File: config.mk
export PLATFORM = sky130hd
export DESIGN_NAME = two_bit_seq_core
export DESIGN_NICKNAME = d
export VERILOG_FILES = /design/src/rtl/tsm_pkg.sv /design/src/rtl/tsm_prog_mem.sv /design/src/rtl/tsm_phase_unit.sv /design/src/rtl/tsm_tally.sv /design/src/rtl/tsm_next_addr.sv /design/src/rtl/two_bit_seq_core.sv
export SDC_FILE = /design/constraint.sdc
export NUM_CORES = 1
export LEC_CHECK = 0
export BUFFER_PORTS_ARGS = -buffer_cell sky130_fd_sc_hd__buf_4
export CORE_ASPECT_RATIO = 1.2
export CORE_MARGIN = 5
export CORE_UTILIZATION = 30
export CTS_BUF_LIST = sky130_fd_sc_hd__clkbuf_4 sky130_fd_sc_hd__clkbuf_8
export DETAILED_ROUTE_END_ITERATION = 10
export PLACE_DENSITY = 0.46
export SETUP_SLACK_MARGIN = 0.1
export SKIP_LAST_GASP = 1
export SLEW_MARGIN = 20
export SYNTH_ARGS = -nofsm -noshare
export SYNTH_HDL_FRONTEND = slang
export SYNTH_SLANG_ARGS = --single-unit
File: constraint.sdc
create_clock -name clk -period 1.88 [get_ports clk]
set_input_delay 0.094 -clock clk [delete_from_list [all_inputs] [get_ports clk]]
set_output_delay 0.094 -clock clk [all_outputs]
set_load 0.01 [all_outputs]
File: src/rtl/tsm_pkg.sv
package tsm_pkg;

    localparam int WORD_W = 2;

    typedef enum logic [1:0] {
        PH_IDLE   = 2'b00,
        PH_BUMP   = 2'b01,
        PH_BRANCH = 2'b10,
        PH_STOP   = 2'b11
    } phase_e;

    typedef struct packed {
        logic idle;
        logic bump;
        logic branch;
        logic stop;
    } ctrl_t;

    function automatic phase_e word_to_phase(logic [WORD_W-1:0] w);
        phase_e p;
        case (w)
            2'b01:   p = PH_BUMP;
            2'b10:   p = PH_BRANCH;
            2'b11:   p = PH_STOP;
            default: p = PH_IDLE;
        endcase
        return p;
    endfunction

    function automatic ctrl_t phase_to_ctrl(phase_e p);
        ctrl_t c;
        c = '0;
        case (p)
            PH_BUMP:   c.bump   = 1'b1;
            PH_BRANCH: c.branch = 1'b1;
            PH_STOP:   c.stop   = 1'b1;
            default:   c.idle   = 1'b1;
        endcase
        return c;
    endfunction

endpackage

File: src/rtl/tsm_prog_mem.sv
module tsm_prog_mem
    import tsm_pkg::*;
#(
    parameter int ADDR_W = 2
) (
    input  logic              clk,
    input  logic              rst,
    input  logic              wr_en,
    input  logic [ADDR_W-1:0] wr_addr,
    input  logic [WORD_W-1:0] wr_data,
    input  logic [ADDR_W-1:0] rd_addr,
    output logic [WORD_W-1:0] rd_data
);
    localparam int DEPTH = 1 << ADDR_W;

    logic [DEPTH-1:0][WORD_W-1:0] words_q;

    always_ff @(posedge clk) begin
        if (rst && wr_en) begin
            words_q[wr_addr] <= wr_data;
        end
    end

    assign rd_data = words_q[rd_addr];


    mem_locked_chk: assert property (@(posedge clk) disable iff (rst)
        !rst |=> $stable(words_q));

endmodule

File: src/rtl/tsm_phase_unit.sv
module tsm_phase_unit
    import tsm_pkg::*;
(
    input  logic              clk,
    input  logic              rst,
    input  logic              step_en,
    input  logic [WORD_W-1:0] fetch_word,
    output phase_e            phase_o,
    output ctrl_t             ctrl_o
);
    phase_e phase_q;
    phase_e phase_d;

    always_comb begin
        case (phase_q)
            PH_STOP:   phase_d = PH_STOP;
            PH_BRANCH: phase_d = PH_IDLE;
            default:   phase_d = word_to_phase(fetch_word);
        endcase
    end

    always_ff @(posedge clk) begin
        if (rst) begin
            phase_q <= PH_IDLE;
        end else if (step_en) begin
            phase_q <= phase_d;
        end
    end

    assign phase_o = phase_q;
    assign ctrl_o  = phase_to_ctrl(phase_q);


    ctrl_onehot_chk: assert property (@(posedge clk) disable iff (rst)
        $onehot(ctrl_o));


    branch_to_idle_chk: assert property (@(posedge clk) disable iff (rst)
        (step_en && ctrl_o.branch) |=> ctrl_o.idle);


    stop_sticky_chk: assert property (@(posedge clk) disable iff (rst)
        ctrl_o.stop |=> ctrl_o.stop);

endmodule

File: src/rtl/tsm_tally.sv
module tsm_tally #(
    parameter int CNT_W = 3
) (
    input  logic             clk,
    input  logic             rst,
    input  logic             step_en,
    input  logic             bump,
    output logic [CNT_W-1:0] value_o
);
    logic [CNT_W-1:0] value_q;

    always_ff @(posedge clk) begin
        if (rst) begin
            value_q <= '0;
        end else if (step_en && bump) begin
            value_q <= value_q + 1'b1;
        end
    end

    assign value_o = value_q;


    tally_hold_chk: assert property (@(posedge clk) disable iff (rst)
        !(step_en && bump) |=> $stable(value_o));


    tally_bump_chk: assert property (@(posedge clk) disable iff (rst)
        (step_en && bump) |=> (value_o == CNT_W'($past(value_o) + 1'b1)));

endmodule

File: src/rtl/tsm_next_addr.sv
module tsm_next_addr
    import tsm_pkg::*;
#(
    parameter int ADDR_W = 2
) (
    input  logic              clk,
    input  logic              rst,
    input  logic              step_en,
    input  ctrl_t             ctrl,
    input  logic              tally_msb,
    input  logic [WORD_W-1:0] fetch_word,
    output logic [ADDR_W-1:0] addr_o
);
    logic [ADDR_W-1:0] addr_q;
    logic [ADDR_W-1:0] addr_d;
    logic [ADDR_W-1:0] addr_inc;

    assign addr_inc = addr_q + 1'b1;

    always_comb begin
        addr_d = addr_q;
        if (ctrl.stop) begin
            addr_d = addr_q;
        end else if (ctrl.branch && !tally_msb) begin
            addr_d = ADDR_W'(fetch_word);
        end else begin
            addr_d = addr_inc;
        end
    end

    always_ff @(posedge clk) begin
        if (rst) begin
            addr_q <= '0;
        end else if (step_en) begin
            addr_q <= addr_d;
        end
    end

    assign addr_o = addr_q;


    jump_taken_chk: assert property (@(posedge clk) disable iff (rst)
        (step_en && ctrl.branch && !tally_msb) |=> (addr_o == ADDR_W'($past(fetch_word))));


    stop_addr_chk: assert property (@(posedge clk) disable iff (rst)
        ctrl.stop |=> $stable(addr_o));


    idle_edge_chk: assert property (@(posedge clk) disable iff (rst)
        !step_en |=> $stable(addr_o));

endmodule

File: src/rtl/two_bit_seq_core.sv
module two_bit_seq_core
    import tsm_pkg::*;
#(
    parameter int ADDR_W = 2,
    parameter int CNT_W  = 3
) (
    input  logic              clk,
    input  logic              rst,
    input  logic              step_en,
    input  logic              load_en,
    input  logic [ADDR_W-1:0] load_addr,
    input  logic [WORD_W-1:0] load_word,
    output logic [CNT_W-1:0]  count_o,
    output logic [ADDR_W-1:0] addr_o,
    output logic              halted_o
);
    logic [ADDR_W-1:0] addr_w;
    logic [WORD_W-1:0] word_w;
    logic [CNT_W-1:0]  tally_w;
    phase_e            phase_w;
    ctrl_t             ctrl_w;

    tsm_prog_mem #(.ADDR_W(ADDR_W)) u_mem (
        .clk     (clk),
        .rst     (rst),
        .wr_en   (load_en),
        .wr_addr (load_addr),
        .wr_data (load_word),
        .rd_addr (addr_w),
        .rd_data (word_w)
    );

    tsm_phase_unit u_phase (
        .clk        (clk),
        .rst        (rst),
        .step_en    (step_en),
        .fetch_word (word_w),
        .phase_o    (phase_w),
        .ctrl_o     (ctrl_w)
    );

    tsm_tally #(.CNT_W(CNT_W)) u_tally (
        .clk     (clk),
        .rst     (rst),
        .step_en (step_en),
        .bump    (ctrl_w.bump),
        .value_o (tally_w)
    );

    tsm_next_addr #(.ADDR_W(ADDR_W)) u_addr (
        .clk        (clk),
        .rst        (rst),
        .step_en    (step_en),
        .ctrl       (ctrl_w),
        .tally_msb  (tally_w[CNT_W-1]),
        .fetch_word (word_w),
        .addr_o     (addr_w)
    );

    assign count_o  = tally_w;
    assign addr_o   = addr_w;
    assign halted_o = (phase_w == PH_STOP);


    reset_clear_chk: assert property (@(posedge clk)
        rst |=> (count_o == '0 && addr_o == '0 && !halted_o));


    halted_hold_chk: assert property (@(posedge clk) disable iff (rst)
        halted_o |=> (halted_o && $stable(count_o)));

endmodule

Yosys cells after proc, flatten, opt, wreduce, memory -nomap -nowiden
Cells that the tools add are included.
{ "word_totals": {"mem_bits_ro": 0, "latchBits": 0, "elab_cells": 36, "out_inout_bits": 6, "input_bits": 8, "mem_count": 0, "ram_bits": 0, "ff_bits": 15} }
{ "op_classes": {"n_div": 0, "reduce_logical": 6, "n_shift": 0, "n_addsub": 2, "bitwise": 1, "eq_ne": 6, "muxes": 11, "n_lt_le_gt_ge": 3, "n_mul": 0} }
{ "ops": {"columns": ["op", "count"], "rows": [
  ["$bwmux 8", 1],
  ["$eq 2x2->1 const B", 4],
  ["$lt 2x3->1 const B", 2],
  ["$mux 2", 3],
  ["$pmux 2 s3", 1],
  ["$bmux 2 s2", 1],
  ["$demux 2 s2", 1],
  ["$eq 2x1->1 const B", 2],
  ["$logic_and 1x1->1", 4],
  ["$pmux 2 s2", 1],
  ["$add 3x1->3 const B", 1],
  ["$mux 1", 3],
  ["$add 2x1->2 const B", 1],
  ["$ge 2x1->1 const B", 1],
  ["$reduce_and 2->1", 1],
  ["$logic_not 1->1", 1],
  ["$not 1->1", 1]
]} }

Longest topological paths before layout
{ "logic_depth": {"word_depth": 5, "mapped_depth": 4} }

By module
Synthesis repeated with hierarchy kept, for this count alone.
{ "hier_totals": {"hier_cells": 57, "hier_area_um2": 743.2} }
{ "by_module_without_submodules": {"columns": ["module", "area_each_um2", "cells_per_inst", "instances", "seq_area_each_um2"], "rows": [
  ["tsm_prog_mem", 331.6, 14, 1, 240.2],
  ["tsm_tally", 151.4, 14, 1, 60.1],
  ["tsm_next_addr", 133.9, 14, 1, 40.0],
  ["tsm_phase_unit", 120.1, 14, 1, 40.0],
  ["two_bit_seq_core", 6.3, 1, 1, 0.0]
]} }

Least setup slack after synthesis
No wires, ideal clock.
{ "synth_timing": {"kind": "reg2reg", "startpoint": "reg u_addr.addr_q[0], in the netlist u_addr.addr_o[0]", "endpoint": "reg u_addr.addr_q[1], in the netlist u_addr.addr_o[1]", "setup_slack_ns": 0.614, "path_stages_with_launch": 4, "t_arrival_ns": 1.139, "path_cell_list": "dfxtp_1 > mux4_2 > nand3_1 > a31oi_1"} }
{ "synth_via": {"elab_chain_cells": 3, "word_cells_on_any_way": 4} }
{ "synth_lines": {"columns": ["element", "line", "rtl"], "rows": [
  ["start: declaration", "tsm_next_addr.sv:14", "logic [ADDR_W-1:0] addr_q;"],
  ["start signal: assignment", "tsm_next_addr.sv:35", "addr_q <= addr_d;"],
  ["$bmux 2 s2", "tsm_prog_mem.sv:24", "assign rd_data = words_q[rd_addr];"],
  ["$mux 2 (implied by the code)", "tsm_prog_mem.sv:24", null],
  ["$mux 2 (*)", "tsm_next_addr.sv:24", "end else if (ctrl.branch && !tally_msb) begin"]
]} }
Mark *: on every way between the ends. The rest lies on a longest branch, timed or not. The select of a mux whose other input is x is not followed.
A chain may end at the register's enable or synchronous reset.

==> summary.md <==
| Metric | Value |
|---|---|
| Post-CTS Repair Setup Buffers | `0` |
| Via Count | `477` |
| Sw Share | `23.5%` |
| Row count | `19` |
| Placed Area | `821 sq um` |
| Required time of the critical path | `2.05 ns` |
| Clock buffer depth | `2` |
| Endpoints failing setup | `0` |
| Area contributors post-synth | `edfxtp_1 34%, dfxtp_1 20%, mux4_2 6.3%` |
| Antenna-violating nets left | `0` |
| Final instance area | `861 sq um` |
| VDD IR-drop max | `389 uV` |
| Detailed placement HPWL | `983 um` |
| Initial Utilization | `31.3%` |
| Routability Congestion | `0.671` |
| P&R area growth vs syn | `20.5%` |
| Worst Hold End | `u_mem.words_q[5]` |
| Clock Latency Late Sink | `0.28 ns` |
| First-pass GRT wire length | `2200 um` |
| Clock root buffer | `clkbuf_4` |
| Max_cap viols | `0` |
| Pin count of the biggest net entering global routing | `11` |
| Die footprint | `3460 sq um` |
| Seq pwr share | `57.3%` |
| Fin Setup TNS | `0 ns` |
| Min-delay worst type | `in -> reg` |
| Mean post-synth cell area | `11.9 sq um` |
| Hold_sp | `load_word[1]` |
| # IOs | `14` |
| Synth Register Bits | `15` |
| FMAX | `764 MHz` |
| Vias in the first global route | `494` |
| Clock Power Share | `29.0%` |
| Synth Cell Area | `714 sq um` |
| Top-area cell type share of the netlist area | `33.6%` |
| Final hold vios | `0` |
| Critical path peak fanout | `5` |
| GR Util All Layers | `9.01%` |
| Syn Nets | `69` |
| Worst-path clk slew | `0.09 ns` |
| Fin util | `37.7%` |
| GR Overflow Total | `0` |
| Sequential fraction of the synthesis area | `53.2%` |
| Ratio of cells with drive above 1 in the final layout | `32.0%` |
| Port bufs | `13` |
| WL final | `1280 um` |
| Skew final | `0.00665 ns` |
| Internal power | `0.511 mW` |
| Initial DRC Count | `4` |
| CTS tree | `yes` |
| Measured slew at the worst slew-check pin | `0.404 ns` |
| Crit end category | `flip-flop` |
| CTS hold repair buffers | `0` |
| Via density | `4.50` |
| CTS sink count | `15` |
| Outcome | `finished, final reports clean` |
| Worst r2r path cells | `3` |
| H-Tree Depth | `1` |
| Cts bufs inserted | `3` |
| CORE AREA | `2280 sq um` |
| Static leakage power | `0.331 nW` |
| Unrepaired setup endpoints after global routing | `no` |
| Nets@finish | `85` |
| Warnings from Yosys | `0` |
| RR Startpoint | `u_addr.addr_o[0]` |
| Post-CTS sizing | `0` |
| Final min period | `1.31 ns` |
| Residual DRC | `0` |
| Area leader, netlist | `edfxtp_1` |
| NetSw | `0.157 mW` |
| Slew Viols, Final | `0` |
| Type of origin of the critical path | `flip-flop` |
| Syn Inst Count | `60` |
| Headroom to the max-slew limit | `72.8%` |
| Routed len/inst | `12.1 um` |
| R2r setup slk | `0.57 ns` |
| First-pass iteration count of the detailed router | `2` |
| Count of cell types in the netlist | `31` |
| Fin crit share | `69.6%` |
| Arr. time, crit path | `1.48 ns` |
| Setup Crit Path Kind | `reg -> reg` |
| Die X | `54.6 um` |
| Initial antenna violation count | `0` |
| Worst Hold Depth | `1` |
| Comb pwr share | `13.6%` |
| N_diodes | `0` |
| Pwr per Cell Area | `775 nW/um^2` |
| Die Span Y | `63.5 um` |
==> flip-flops by register name, indices dropped and copies added (netlist names), named ones only <==
| register | count |
|---|---|
| u_mem.words_q | 8 |
| u_tally.value_o | 3 |
| u_phase.phase_o | 1 |
| u_addr.addr_o | 2 |
==> cell usage after synthesis <==
| cell type | number |
|---|---|
| inv_1 | 2 |
| or4_1 | 1 |
| and2_1 | 1 |
| mux2_2 | 2 |
| a21boi_0 | 1 |
| a22oi_1 | 1 |
| o21ai_0 | 1 |
| a21bo_1 | 1 |
| nor3_1 | 2 |
| mux2i_1 | 1 |
| inv_2 | 1 |
| a31oi_1 | 1 |
| xor2_1 | 2 |
| nand3_1 | 3 |
| edfxtp_1 | 8 |
| buf_4 | 1 |
| a211oi_1 | 2 |
| mux4_2 | 2 |
| nor3b_1 | 1 |
| and2b_2 | 1 |
| buf_6 | 2 |
| nand2_1 | 3 |
| dfxtp_1 | 7 |
| nand4b_1 | 1 |
| nor2_1 | 5 |
| a21oi_1 | 2 |
| nand3b_1 | 1 |
| nor2b_2 | 1 |
| or3b_1 | 1 |
| o21ai_1 | 1 |
| ha_1 | 1 |
==> worst max-delay path, stage by stage, from the launching register on <==
cell	delay, ns
dfxtp_1	0.47
mux4_2	0.55
mux2i_1	0.14
nor2_1	0.05
==> how the worst max path moves through the flow <==
stage                           from  cells after the start  slack (ns)          endpoint
CTS                 u_addr.addr_o[0]                      3        0.53         flip-flop
finish              u_addr.addr_o[0]                      3        0.57         flip-flop
global placement    u_addr.addr_o[0]                      3        0.55         flip-flop
floorplan           u_addr.addr_o[0]                      3        0.61  u_addr.addr_o[1]
global route        u_addr.addr_o[0]                      3        0.44         flip-flop
detailed placement  u_addr.addr_o[0]                      3        0.55         flip-flop
==> layout by cell type (no fill, tap or decap), types with 2 or more instances in the layout <==
| cell type | n |
|---|---|
| buf_4 | 13 |
| a211oi_1 | 2 |
| xor2_1 | 2 |
| nor3_1 | 2 |
| mux4_2 | 2 |
| nand3_1 | 3 |
| dfxtp_1 | 7 |
| a21oi_1 | 2 |
| edfxtp_1 | 8 |
| inv_1 | 2 |
| nor2_1 | 5 |
| nand2_1 | 3 |
| clkbuf_4 | 4 |
| mux2_2 | 2 |
==> cell families after synthesis <==
group / share of synthesized area (%)
muxes: 10.9
buffers and inverters: 5.78
xor gates and xnor gates: 2.45
and+or+nand+nor: 16.6
AOI/OAI and AO/OA: 9.28
adders and majority gates: 1.75
DFF: 53.2
==> stage by stage <==
step / setup WS, ns / power [mW] / instances / hold slack [ns]
after CTS: 0.532 / 0.678 / 105 / 0.00401
final: 0.571 / 0.667 / 106 / 0.0146
after floorplan: 0.614 / 0.448 / 60 / 0.193
after global placement: 0.550 / 0.482 / 101 / 0.301
after detailed placement: 0.551 / 0.481 / 101 / 0.303
after global routing: 0.440 / 0.703 / 106 / 0.00714
==> cell type report <==
cell class / count / area (sq um)
flip-flops and latches: 15 / 380
inverters: 3 / 11.3
repair buffers: 14 / 108
multi-input cells: 39 / 293
clock buffers: 4 / 30.0
well taps: 31 / 38.8
fillers: 232 / 1420
==> metal layers <==
metal,track usage [%],up-vias,wire (um)
met3,2.83,2,63
li1,-,252,-
met4,5.61,0,17
met1,10.7,213,567
met5,0,-,0
met2,13.6,10,630
==> power by group through the flow <==
stage          logic (mW)  registers [mW]  clock network (mW)
5_1_grt             0.102           0.388               0.213
4_1_cts            0.0908           0.384               0.204
2_1_floorplan      0.0623           0.385                   0
3_5_place_dp       0.0903           0.391                   0
3_3_place_gp       0.0915           0.391                   0
6_report           0.0910           0.382               0.194
Power figures use the tool's default switching activity.
